## config.mk

```make
export PLATFORM = sky130hd
export DESIGN_NAME = simt_mask_stack
export DESIGN_NICKNAME = d
export VERILOG_FILES = /design/src/rtl/simt_mask_pkg.sv /design/src/rtl/simt_mask_lifo.sv /design/src/rtl/simt_mask_calc.sv /design/src/rtl/simt_mask_stack.sv
export SDC_FILE = /design/constraint.sdc
export NUM_CORES = 1
export LEC_CHECK = 0
export BUFFER_PORTS_ARGS = -buffer_cell sky130_fd_sc_hd__buf_2
export CORE_UTILIZATION = 60
export CTS_CLUSTER_DIAMETER = 60
export DETAILED_ROUTE_END_ITERATION = 12
export PLACE_DENSITY = 0.79
export SLEW_MARGIN = 20
export SYNTH_ARGS = -nofsm -noshare
export SYNTH_HDL_FRONTEND = slang
export SYNTH_HIERARCHICAL = 1
export SYNTH_SLANG_ARGS = --single-unit
```

## constraint.sdc

```tcl
create_clock -name clk -period 3.1 [get_ports clk]
set_input_delay 0.62 -clock clk [delete_from_list [all_inputs] [get_ports clk]]
set_output_delay 0.62 -clock clk [all_outputs]
set_load 0.005 [all_outputs]
```

## src/rtl/simt_mask_pkg.sv

```systemverilog
package simt_mask_pkg;

    typedef enum logic [1:0] {
        OP_NONE = 2'b00,
        OP_PUSH = 2'b01,
        OP_FLIP = 2'b10,
        OP_POP  = 2'b11
    } div_op_e;

    typedef enum logic [1:0] {
        ST_CONVERGED = 2'b00,
        ST_DIVERGED  = 2'b01,
        ST_FAULT     = 2'b10
    } div_state_e;

endpackage

```

## src/rtl/simt_mask_lifo.sv

```systemverilog
module simt_mask_lifo #(
    parameter int LANES = 32,
    parameter int DEPTH = 8,
    parameter int CW    = $clog2(DEPTH + 1)
) (
    input  logic             clk,
    input  logic             rst_n,
    input  logic             push,
    input  logic             pop,
    input  logic [LANES-1:0] wr_saved,
    input  logic [LANES-1:0] wr_taken,
    output logic [LANES-1:0] rd_saved,
    output logic [LANES-1:0] rd_taken,
    output logic [CW-1:0]    depth,
    output logic             empty,
    output logic             full,
    output logic             last
);

    logic [LANES-1:0] sel_saved [DEPTH];
    logic [LANES-1:0] sel_taken [DEPTH];

    always_ff @(posedge clk or negedge rst_n) begin
        if (!rst_n) begin
            depth <= '0;
        end else if (push) begin
            depth <= depth + CW'(1);
        end else if (pop) begin
            depth <= depth - CW'(1);
        end
    end

    genvar g;
    generate
        for (g = 0; g < DEPTH; g++) begin : g_ent
            logic [LANES-1:0] saved_q;
            logic [LANES-1:0] taken_q;

            always_ff @(posedge clk or negedge rst_n) begin
                if (!rst_n) begin
                    saved_q <= '0;
                    taken_q <= '0;
                end else if (push && (depth == CW'(g))) begin
                    saved_q <= wr_saved;
                    taken_q <= wr_taken;
                end
            end

            assign sel_saved[g] = (depth == CW'(g + 1)) ? saved_q : '0;
            assign sel_taken[g] = (depth == CW'(g + 1)) ? taken_q : '0;
        end
    endgenerate

    always_comb begin
        rd_saved = '0;
        rd_taken = '0;
        for (int i = 0; i < DEPTH; i++) begin
            rd_saved = rd_saved | sel_saved[i];
            rd_taken = rd_taken | sel_taken[i];
        end
    end

    assign empty = (depth == '0);
    assign full  = (depth == CW'(DEPTH));
    assign last  = (depth == CW'(1));

endmodule

```

## src/rtl/simt_mask_calc.sv

```systemverilog
module simt_mask_calc
    import simt_mask_pkg::*;
#(
    parameter int LANES = 32
) (
    input  div_op_e          op,
    input  logic [LANES-1:0] cur_mask,
    input  logic [LANES-1:0] pred,
    input  logic [LANES-1:0] top_saved,
    input  logic [LANES-1:0] top_taken,
    output logic [LANES-1:0] taken_mask,
    output logic [LANES-1:0] next_mask,
    output logic             next_zero
);

    assign taken_mask = cur_mask & pred;

    always_comb begin
        unique case (op)
            OP_PUSH: next_mask = taken_mask;
            OP_FLIP: next_mask = top_saved & ~top_taken;
            OP_POP:  next_mask = top_saved;
            default: next_mask = cur_mask;
        endcase
    end

    assign next_zero = ~|next_mask;

endmodule

```

## src/rtl/simt_mask_stack.sv

```systemverilog
module simt_mask_stack
    import simt_mask_pkg::*;
#(
    parameter int LANES = 32,
    parameter int DEPTH = 8
) (
    input  logic             clk,
    input  logic             rst_n,
    input  logic             op_valid,
    input  logic [1:0]       op_code,
    input  logic [LANES-1:0] lane_pred,
    output logic [LANES-1:0] active_mask,
    output logic             skip_path,
    output logic             stack_fault
);

    localparam int CW = $clog2(DEPTH + 1);

    div_op_e          op;
    div_state_e       state_q;
    div_state_e       state_d;
    logic [LANES-1:0] top_saved;
    logic [LANES-1:0] top_taken;
    logic [LANES-1:0] taken_mask;
    logic [LANES-1:0] next_mask;
    logic             next_zero;
    logic [CW-1:0]    stk_depth;
    logic             stk_empty;
    logic             stk_full;
    logic             stk_last;
    logic             op_bad;
    logic             op_go;
    logic             do_push;
    logic             do_pop;

    assign op      = div_op_e'(op_code);
    assign op_bad  = ((op == OP_PUSH) && stk_full) ||
                     (((op == OP_FLIP) || (op == OP_POP)) && stk_empty);
    assign op_go   = op_valid && (state_q != ST_FAULT) && !op_bad;
    assign do_push = op_go && (op == OP_PUSH);
    assign do_pop  = op_go && (op == OP_POP);

    simt_mask_lifo #(
        .LANES (LANES),
        .DEPTH (DEPTH),
        .CW    (CW)
    ) u_lifo (
        .clk      (clk),
        .rst_n    (rst_n),
        .push     (do_push),
        .pop      (do_pop),
        .wr_saved (active_mask),
        .wr_taken (taken_mask),
        .rd_saved (top_saved),
        .rd_taken (top_taken),
        .depth    (stk_depth),
        .empty    (stk_empty),
        .full     (stk_full),
        .last     (stk_last)
    );

    simt_mask_calc #(
        .LANES (LANES)
    ) u_calc (
        .op         (op),
        .cur_mask   (active_mask),
        .pred       (lane_pred),
        .top_saved  (top_saved),
        .top_taken  (top_taken),
        .taken_mask (taken_mask),
        .next_mask  (next_mask),
        .next_zero  (next_zero)
    );

    // state register
    always_ff @(posedge clk or negedge rst_n) begin
        if (!rst_n) begin
            state_q <= ST_CONVERGED;
        end else begin
            state_q <= state_d;
        end
    end

    // transitions
    always_comb begin
        state_d = state_q;
        unique case (state_q)
            ST_CONVERGED: begin
                if (op_valid && op_bad) begin
                    state_d = ST_FAULT;
                end else if (do_push) begin
                    state_d = ST_DIVERGED;
                end
            end
            ST_DIVERGED: begin
                if (op_valid && op_bad) begin
                    state_d = ST_FAULT;
                end else if (do_pop && stk_last) begin
                    state_d = ST_CONVERGED;
                end
            end
            ST_FAULT: begin
                state_d = ST_FAULT;
            end
            default: begin
                state_d = ST_FAULT;
            end
        endcase
    end

    // outputs
    always_ff @(posedge clk or negedge rst_n) begin
        if (!rst_n) begin
            active_mask <= '1;
            skip_path   <= 1'b0;
        end else if (op_go) begin
            unique case (op)
                OP_PUSH, OP_FLIP: begin
                    active_mask <= next_mask;
                    skip_path   <= next_zero;
                end
                OP_POP: begin
                    active_mask <= next_mask;
                    skip_path   <= 1'b0;
                end
                default: begin
                    active_mask <= active_mask;
                    skip_path   <= skip_path;
                end
            endcase
        end
    end

    assign stack_fault = (state_q == ST_FAULT);

endmodule

```

# Yosys cells after proc, flatten, opt, wreduce, memory -nomap -nowiden
# Cells that the tools add are included.
[word_totals]
output_inout_bits = 34
reg_bits = 551
word_cells = 110
[op_classes]
n_addsub = 2
reduce_logical = 30
mux = 25
n_bitwise = 17
eq_ne = 16
[op_table]
columns = ["operator", "n"]
rows = [
  ["32-bit 2-to-1 mux", 16],
  ["32-bit bitwise OR", 14],
  ["32-bit one-hot mux with 3 select lines", 1],
  ["32-bit bitwise AND", 2],
  ["32-bit NOT", 1],
  ["32-bit OR reduction", 1],
  ["4-bit by 3-bit equality test with 1-bit output (second input constant)", 4],
  ["1-bit logical AND", 16],
  ["4-bit by 2-bit equality test with 1-bit output (second input constant)", 2],
  ["2-bit 2-to-1 mux", 4],
  ["4-bit 2-to-1 mux", 2],
  ["2-bit equality test (second input constant)", 3],
  ["2-bit AND reduction", 3],
  ["4-bit by 1-bit adder with 4-bit output (second input constant)", 1],
  ["2-bit by 1-bit equality test with 1-bit output (second input constant)", 2],
  ["4-bit by 1-bit equality test with 1-bit output (second input constant)", 1],
  ["4-bit equality test (second input constant)", 1],
  ["4-bit logical NOT", 1],
  ["2-bit one-hot mux with 2 select lines", 1],
  ["2-bit nonzero test", 2],
  ["4-bit by 1-bit subtractor with 4-bit output (second input constant)", 1],
  ["3-bit by 2-bit inequality test with 1-bit output (second input constant)", 1],
  ["3-bit inequality test (second input constant)", 1],
  ["3-bit OR reduction", 1],
  ["6 further kinds", 8],
]

# Longest topological paths before layout
# Gate-level depths: netlist of run 1.
[depth]
depth_word = 15
mapped_depth = 15
mapped_depth_nobuf = 12

# By module
# The synthesis of run 1 kept the hierarchy.
[modules_own_cells]
columns = ["module", "instances", "cells_each", "area_each_um2"]
rows = [
  ["simt_mask_lifo", 1, 1647, 23147.2],
  ["simt_mask_stack", 1, 87, 1555.2],
  ["simt_mask_calc", 1, 217, 1318.8],
]

# Least setup slack after synthesis of run 1
# Ideal clock, no wire load.
[synth_path]
kind = "register to register"
start = "register u_lifo.depth[0]"
end = "register u_lifo.g_ent[2].taken_q[22]"
n_path_buf = 4
arrival_time_ns = 2.663
path_stages_with_launch = 13
synth_period_minus_slack_ns = 2.791
slack_ns = 0.309
path_cell_list = "dfrtp_1 > inv_1 > ha_1 > and3b_1 > buf_2 > buf_2 > nor3b_4 > and3_1 > nand2b_4 > nor3b_1 > buf_4 > buf_6 > mux2_1"
[synth_between]
elab_chain_cells = 7
[synth_lines]
columns = ["item", "line", "rtl"]
rows = [
  ["start, declared", "simt_mask_lifo.sv:14", "output logic [CW-1:0] depth,"],
  ["start signal, assigned", "simt_mask_lifo.sv:27", "depth <= depth + CW'(1);"],
  ["start signal, assigned", "simt_mask_lifo.sv:29", "depth <= depth - CW'(1);"],
  ["4-bit equality test", "simt_mask_lifo.sv:64", "assign full = (depth == CW'(DEPTH));"],
  ["named net stk_full", "simt_mask_stack.sv:29", "logic stk_full;"],
  ["1-bit logical AND", "simt_mask_stack.sv:37", "assign op_bad = ((op == OP_PUSH) && stk_full) ||"],
  ["1-bit logical OR", "simt_mask_stack.sv:37", ""],
  ["1-bit logical NOT", "simt_mask_stack.sv:39", "assign op_go = op_valid && (state_q != ST_FAULT) && !op_bad;"],
  ["1-bit logical AND", "simt_mask_stack.sv:39", ""],
  ["1-bit logical AND", "simt_mask_stack.sv:40", "assign do_push = op_go && (op == OP_PUSH);"],
  ["named net do_push", "simt_mask_stack.sv:33", "logic do_push;"],
  ["1-bit logical AND", "simt_mask_lifo.sv:43", "end else if (push && (depth == CW'(g))) begin"],
  ["end signal, assigned", "simt_mask_lifo.sv:45", "taken_q <= wr_taken;"],
  ["end, declared", "simt_mask_lifo.sv:37", "logic [LANES-1:0] taken_q;"],
]
# The timed path passes the listed nets, and every way through them passes these cells.
# A chain may end at the register's enable or synchronous reset.

# Worst setup path after layout of run 1
[layout_path]
start = "register u_lifo.depth[0]"
end = "register skip_path"
[layout_rtl]
columns = ["item", "line", "rtl"]
rows = [
  ["4-bit by 1-bit equality test with 1-bit output / 4-bit by 2-bit equality test with 1-bit output (equally long branches)", "simt_mask_lifo.sv:49", "assign sel_saved[g] = (depth == CW'(g + 1)) ? saved_q : '0;"],
  ["32-bit 2-to-1 mux", "simt_mask_lifo.sv:49", ""],
  ["32-bit bitwise OR (6 in series)", "simt_mask_lifo.sv:58", "rd_saved = rd_saved | sel_saved[i];"],
  ["32-bit bitwise OR (*)", "simt_mask_lifo.sv:58", ""],
  ["named net top_saved[1]", "simt_mask_stack.sv:22", "logic [LANES-1:0] top_saved;"],
  ["32-bit bitwise AND", "simt_mask_calc.sv:21", "OP_FLIP: next_mask = top_saved & ~top_taken;"],
  ["32-bit one-hot mux with 3 select lines (*)", "simt_mask_calc.sv:19", "unique case (op)"],
  ["named net next_mask[1]", "simt_mask_stack.sv:25", "logic [LANES-1:0] next_mask;"],
  ["32-bit OR reduction (*)", "simt_mask_calc.sv:27", "assign next_zero = ~|next_mask;"],
  ["1-bit logical NOT (*)", "simt_mask_calc.sv:27", ""],
  ["named net next_zero", "simt_mask_stack.sv:26", "logic next_zero;"],
  ["1-bit one-hot mux with 2 select lines (*)", "simt_mask_stack.sv:117", "unique case (op)"],
  ["end signal, assigned", "simt_mask_stack.sv:120", "skip_path <= next_zero;"],
  ["end signal, assigned", "simt_mask_stack.sv:128", "skip_path <= skip_path;"],
  ["end, declared", "simt_mask_stack.sv:13", "output logic skip_path,"],
]
# The timed path passes the listed nets; every way through them passes the cells marked *.

==> results.txt, run 1 <==
Outcome -> completed
DPL Wire Length -> 40,430 microns
Period utilisation layout -> 99.64%
Cell Area, Synth -> 0.02602 sq mm
Layout Nets -> 2,108
Syn Area/Cell -> 13.34 sq um
Final setup viols -> 0
Yosys top cell by area -> dfrtp_1
HP Class -> in2reg
Crit start category -> flop
Syn nets -> 1,993
Power per cell area -> 696.3 mW/mm^2
Total routed wirelength -> 69,580 microns
Filler cells -> 2,777
Post-synth EDFFs -> 0
Synth-to-layout area growth -> 14.39%
Gp weighted congestion -> 0.8443
CTS buffer count -> 56
Largest cells by area after synthesis -> dfrtp_1, mux2_2, mux2_1, mux2_4, a22oi_1
GR Overflow Total -> 0
Worst Max-Slew Pin Slew -> 0.7903 ns
Post-route DRC violation count -> 0
Final Non-Filler Cells -> 2,689
Max FO, Critical Path -> 19
CTS max path bufs -> 3
Port buffer count -> 70
Area of the core -> 0.04232 sq mm
Worst vdd ir -> 0.3873 mV
Fraction of layout cells with a size suffix above 1 -> 35.81%
Clock H-tree levels -> 2
Tmin final -> 3.089 ns
Buffer type at the clock tree root -> clkbuf_16
Clk Latency, worst-skew pair -> 0.61 ns
Initial Utilization -> 61.48%
WL/cell -> 25.88 microns
Seq cells post-synth -> 551
Clock-pin slew on the worst setup and hold paths -> 0.06 ns
Vias -> 17,550
Setup crit end kind -> flop
Hold Worst Slack -> 0.4162 ns
# rows -> 75
I/O pins -> 71
Max-cap viol count -> 0
CP Data Required Time -> 3.62 ns
Largest net degree at the start of global routing -> 94
CTS tree -> yes
Total Power -> 20.73 mW
Commonest cells post-synth -> dfrtp_1, mux2_2, a22oi_1
Initial antenna violation count -> 1
Vias in the first global route -> 18,700
Post-Syn Instances -> 1,951
Chip Height -> 210.3 microns
Worst clock skew -> 0.01516 ns
Post-synth ARST share -> 100.0%
Worst EP arrival -> 3.61 ns
Total GRT Usage -> 31.55%
Detailed-route vias per instance -> 6.528
Final hold violation count -> 0
DR iter-0 viols -> 1,676
Post-route antenna net violation count -> 0
Top_reg_cell synth -> dfrtp_1
Slew Limit Fails -> 0
Top-count cell post-synth -> dfrtp_1
Synth cell types -> 49
Crit Path Class -> reg2reg
Leakage -> 14.34 nW
DRT Pass-1 Iters -> 6
Placed cells -> 2,560
Die X -> 210.3 microns
Post-synth top area share -> 49.91%
First-pass GRT wire length -> 108,000 microns
Sum Neg Setup Slack -> 0 ns
Die ar. -> 0.04421 sq mm
Sink Count -> 551
Sequential area share after synthesis -> 53.14%
Rel. slew slack -> 47.15%
Fmax achieved -> 323.7 MHz
Yosys warns -> 6
metal layers:
metal | global-route usage, % | up-vias | share of wire (%)
li1 | - | 7445 | -
met2 | 51.98 | 759 | 49
met3 | 4.917 | 175 | 6.8
met5 | 0 | - | 0
met1 | 42.04 | 9174 | 41
met4 | 12.76 | 0 | 3.7
layout make-up:
| type | count | area [sq um] | share of cell area [%] |
|---|---|---|---|
| inverter | 36 | 135.1 | 0.4540 |
| multi-input combinational | 1213 | 11130 | 37.38 |
| tap | 577 | 721.9 | 2.425 |
| clock inverter | 22 | 220.2 | 0.7398 |
| clock buffer | 81 | 1637 | 5.498 |
| sequential | 551 | 13830 | 46.47 |
| timing repair buffer | 208 | 2090 | 7.020 |
| antenna | 1 | 2.502 | 0.008407 |
state kept, by name (all words and copies together) (netlist names):
register              cells
u_lifo/g_ent.saved_q    256
u_lifo/depth              4
active_mask              32
u_lifo/g_ent.taken_q    256
state_q                   2
skip_path                 1
report_power, final:
group          internal [mW]  leakage (nW)  switching, mW
logic                   2.27          5.83           3.28
registers               7.62          7.57          0.720
clock network           3.99         0.932           2.85
per-stage QoR:
step                cell area [sq um]  util, %  setup WS, ns
global route                    29770    70.33      -0.06780
CTS                             29540    69.80      0.001818
finish                          29770    70.33       0.01103
global placement                27550    65.10       -0.1693
floorplan                       26020        -        0.3091
detailed placement              27550    65.10       -0.2723
placed cells by master, fill, tap and decap left out, types with 48 or more instances in the layout:
cell type	instances
a32o_1	61
mux2_1	146
mux2_4	109
a22oi_1	186
nor2b_1	51
nand2_1	100
mux2_2	289
o21ai_0	61
buf_4	81
dfrtp_1	517
buf_12	48
clkbuf_16	59
a21oi_1	64
buf_2	69
critical path, cell delays in order, from the launching register on:
cell and delay (ns):
dfrtp_1 0.37, inv_2 0.08, ha_4 0.21, buf_4 0.19
buf_12 0.17, buf_4 0.15, a22oi_1 0.15, a32o_1 0.25
o21ai_0 0.14, nand2_1 0.13, o32ai_1 0.12, nor4_2 0.41
nand4_1 0.22, nor2_1 0.15, nand2_1 0.08, mux2i_1 0.16
worst paths after layout:
kind                                       startpoint  slack [ns]  cells after the start                     endpoint
max                                   u_lifo/depth[0]        0.01                     15                    skip_path
min                                          op_valid        0.42                      3                   state_q[0]
max reg2reg                           u_lifo/depth[0]        0.01                     15                    skip_path
min reg2reg                u_lifo/g_ent[2].saved_q[8]        0.48                      1   u_lifo/g_ent[2].saved_q[8]
max in group asynchronous                       rst_n        1.63                      3              active_mask[31]
min in group asynchronous                       rst_n        0.56                      2  u_lifo/g_ent[6].taken_q[18]
cells by family (layout without fill, tap and decap cells):
family | Yosys count | count (layout) | share of synthesized area (%)
simple gates | 239 | 240 | 5.010
xor+xnor | 3 | 3 | 0.1010
fa+ha+maj | 5 | 5 | 0.2404
flops | 551 | 551 | 53.14
compound gates | 418 | 418 | 11.72
mux | 547 | 547 | 25.23
other cells | 0 | 1 | 0
buf+inv | 188 | 347 | 4.554
timing repair:
item	4_1_cts	5_1_grt
hold buffers	1	0
pin swaps	3	6
setup endpoints to repair	1	34
endpoints found under the hold margin	42	0
resized for setup	6	21
setup buffers	12	9
gates cloned	0	3
Power figures use the tool's default switching activity.
==> run 2, diff against run 1 <==
PLACE_DENSITY = 0.77   (was 0.79)
==> run 2 against run 1 <==
Against the previous run:
- routed wire length fell by 2.6%
- first-iteration DRC count fell by 6.5%
- design area fell by 1.0%
- clock skew rose by 0.0055 ns
- global-route usage fell by 1.2 points
- worst hold slack got worse by 0.015 ns
- worst setup slack improved by 0.14 ns
- maximum frequency rose by 4.7%
- count of clock-buffer cells in the layout fell by 3
- sequential share of layout area rose by 0.49 points
- cell count fell by 1.5%
==> results.txt, run 2 (synthesized netlist as in run 1, its figures left out) <==
Outcome -> completed
Port buffer count -> 70
Switching Share -> 32.69%
Placed cells -> 2,523
Initial antenna violation count -> 2
DPL Wire Length -> 37,820 microns
Crit path cell chain -> buf_4, ha_4, buf_12, clkbuf_16, a22oi_1, a32o_1, o21ai_0, nand2_1, o32ai_1, nor4_1, nand4_1, nor2_1, nand2_1, mux2i_1
Worst reg-to-reg path cell count -> 14
Max FO, Critical Path -> 14
Most common cell after layout, fill and taps aside -> dfrtp_1
Vias -> 17,310
Vias in the first global route -> 18,150
Net Switching -> 6.810 mW
Most frequent cells in the layout -> dfrtp_1, mux2_2, a22oi_1, mux2_1, mux2_4
Die ar. -> 0.04421 sq mm
Leakage -> 14.13 nW
Max-cap viol count -> 0
Clk Latency, worst-skew pair -> 0.61 ns
Clock power share -> 34.3%
Buffer type at the clock tree root -> clkbuf_16
Initial Utilization -> 61.48%
Worst clock skew -> 0.02063 ns
RSZ-0062 raised after global routing -> no
HP Class -> in2reg
DRT Pass-1 Iters -> 5
Synth-to-layout area growth -> 13.20%
Crit path buffers/inverters -> 3
Gp weighted congestion -> 0.7988
CTS max path bufs -> 3
Flop pwr share -> 39.9%
Hold Worst Slack -> 0.4016 ns
Sink Count -> 551
Final Non-Filler Cells -> 2,650
CP max-delay cell -> nor4_1
Worst path max stage delay -> 0.44 ns
Final setup viols -> 0
Slew Limit Fails -> 0
Crit. Startpoint -> u_lifo/depth[1]
Critical path capture point -> skip_path
# rows -> 75
Place WS -> -0.03697 ns
Setup crit end kind -> flop
FF-to-FF setup slack -> 0.15 ns
Top layer in use -> met5
Pint -> 14.02 mW
RR Startpoint -> u_lifo/depth[1]
FF-to-FF End -> skip_path
Tmin final -> 2.951 ns
Period utilisation layout -> 95.18%
Filler cells -> 2,834
Layout Nets -> 2,067
Worst Max-Slew Pin Slew -> 0.7090 ns
Fraction of layout cells with a size suffix above 1 -> 34.36%
Biggest regs -> u_lifo/g_ent.saved_q x256, u_lifo/g_ent.taken_q x256, active_mask x32
GR Overflow Total -> 0
WL/cell -> 25.58 microns
CTS buffer count -> 56
WL met3 -> 4405 microns
Critical path depth -> 14
Power per cell area -> 707.2 mW/mm^2
Crit Path Class -> reg2reg
FF/Latch Area -> 0.01383 sq mm
Die X -> 210.3 microns
Total Power -> 20.83 mW
Fmax achieved -> 338.9 MHz
Worst EP arrival -> 3.46 ns
First-pass GRT wire length -> 104,200 microns
CP top delay family -> simple AND/OR/NAND/NOR gates
Setup ws final -> 0.1493 ns
Clock-pin slew on the worst setup and hold paths -> 0.06 ns
Area occupied by multi-input gates -> 0.01109 sq mm
Clock H-tree levels -> 2
Largest net degree at the start of global routing -> 90
Final hold violation count -> 0
Crit start category -> flop
Post-route antenna net violation count -> 0
Logic pwr share -> 25.8%
Detailed-route vias per instance -> 6.533
I/O pins -> 71
CP dominant cell by count -> nand2_1
DR iter-0 viols -> 1,567
CTS tree -> yes
Total GRT Usage -> 30.36%
CP Data Required Time -> 3.61 ns
Total routed wirelength -> 67,790 microns
Sum Neg Setup Slack -> 0 ns
Post-route DRC violation count -> 0
Chip Height -> 210.3 microns
Area of the core -> 0.04232 sq mm
Met2 WL post-DR -> 32,690 microns
Rel. slew slack -> 52.59%
Met1 wire length -> 28,340 microns
Worst vdd ir -> 0.5809 mV
-- run 2: changes by cell type in the layout (fill, tap and decap cells not counted), moves of 4 or more --
cell,delta
buf_12,-15
buf_4,-31
bufinv_16,+4
clkbuf_16,+6
-- run 2: layout make-up --
type,instances,share of cell area [%]
multi-input cells,1213,37.65
well taps,577,2.451
repair buffers,167,5.768
diodes,1,0.008495
clock inverters,27,1.219
clock buffers,78,5.484
inverters,36,0.4587
flip-flops and latches,551,46.96
-- run 2: through the flow --
| stage | util [%] | instance area [sq um] |
|---|---|---|
| 2_1_floorplan | - | 26020 |
| 3_3_place_gp | 64.06 | 27110 |
| 3_5_place_dp | 64.06 | 27110 |
| 4_1_cts | 68.77 | 29100 |
| 5_1_grt | 69.60 | 29460 |
| 6_report | 69.60 | 29460 |
-- run 2: routing by layer --
metal | global-route usage [%] | up-vias
li1 | - | 7368
met1 | 39.79 | 9144
met2 | 49.78 | 651
met3 | 6.287 | 148
met4 | 11.83 | 2
met5 | 0 | -
-- run 2: power groups by stage --
stage	combinational (mW)	sequential, mW	clock (mW)
6_report	5.37	8.32	7.14
5_1_grt	5.63	8.38	7.51
3_5_place_dp	4.64	8.41	0
4_1_cts	4.70	8.30	7.24
3_3_place_gp	4.57	8.38	0
2_1_floorplan	2.71	8.15	0
-- run 2: repair_timing --
action,CTS,global route
endpoints found under the setup margin,1,1
buffers inserted,0,11
resized for setup,1,10
cloned,0,9
hold endpoints to repair,40,0
hold buffers,1,0
pin swaps,0,6
-- run 2: worst min-delay path by stage --
| stage | cells after the start | slack, ns | startpoint | end |
|---|---|---|---|---|
| 2_1_floorplan | 0 | 0.32 | rst_n | skip_path |
| 3_3_place_gp | 1 | 0.47 | u_lifo/g_ent[3].taken_q[11] | u_lifo/g_ent[3].taken_q[11] |
| 3_5_place_dp | 1 | 0.48 | u_lifo/g_ent[3].saved_q[11] | u_lifo/g_ent[3].saved_q[11] |
| 4_1_cts | 3 | 0.38 | op_valid | state_q[0] |
| 5_1_grt | 2 | 0.42 | op_valid | state_q[1] |
| 6_report | 3 | 0.40 | op_valid | state_q[0] |
-- run 2: worst reg2reg max path, cell delays in order (launching register included) --
cell and delay (ns):
dfrtp_1 0.40, buf_4 0.17, ha_4 0.21, buf_12 0.17, clkbuf_16 0.20, a22oi_1 0.20
a32o_1 0.23, o21ai_0 0.10, nand2_1 0.11, o32ai_1 0.09, nor4_1 0.44, nand4_1 0.18
nor2_1 0.15, nand2_1 0.07, mux2i_1 0.15
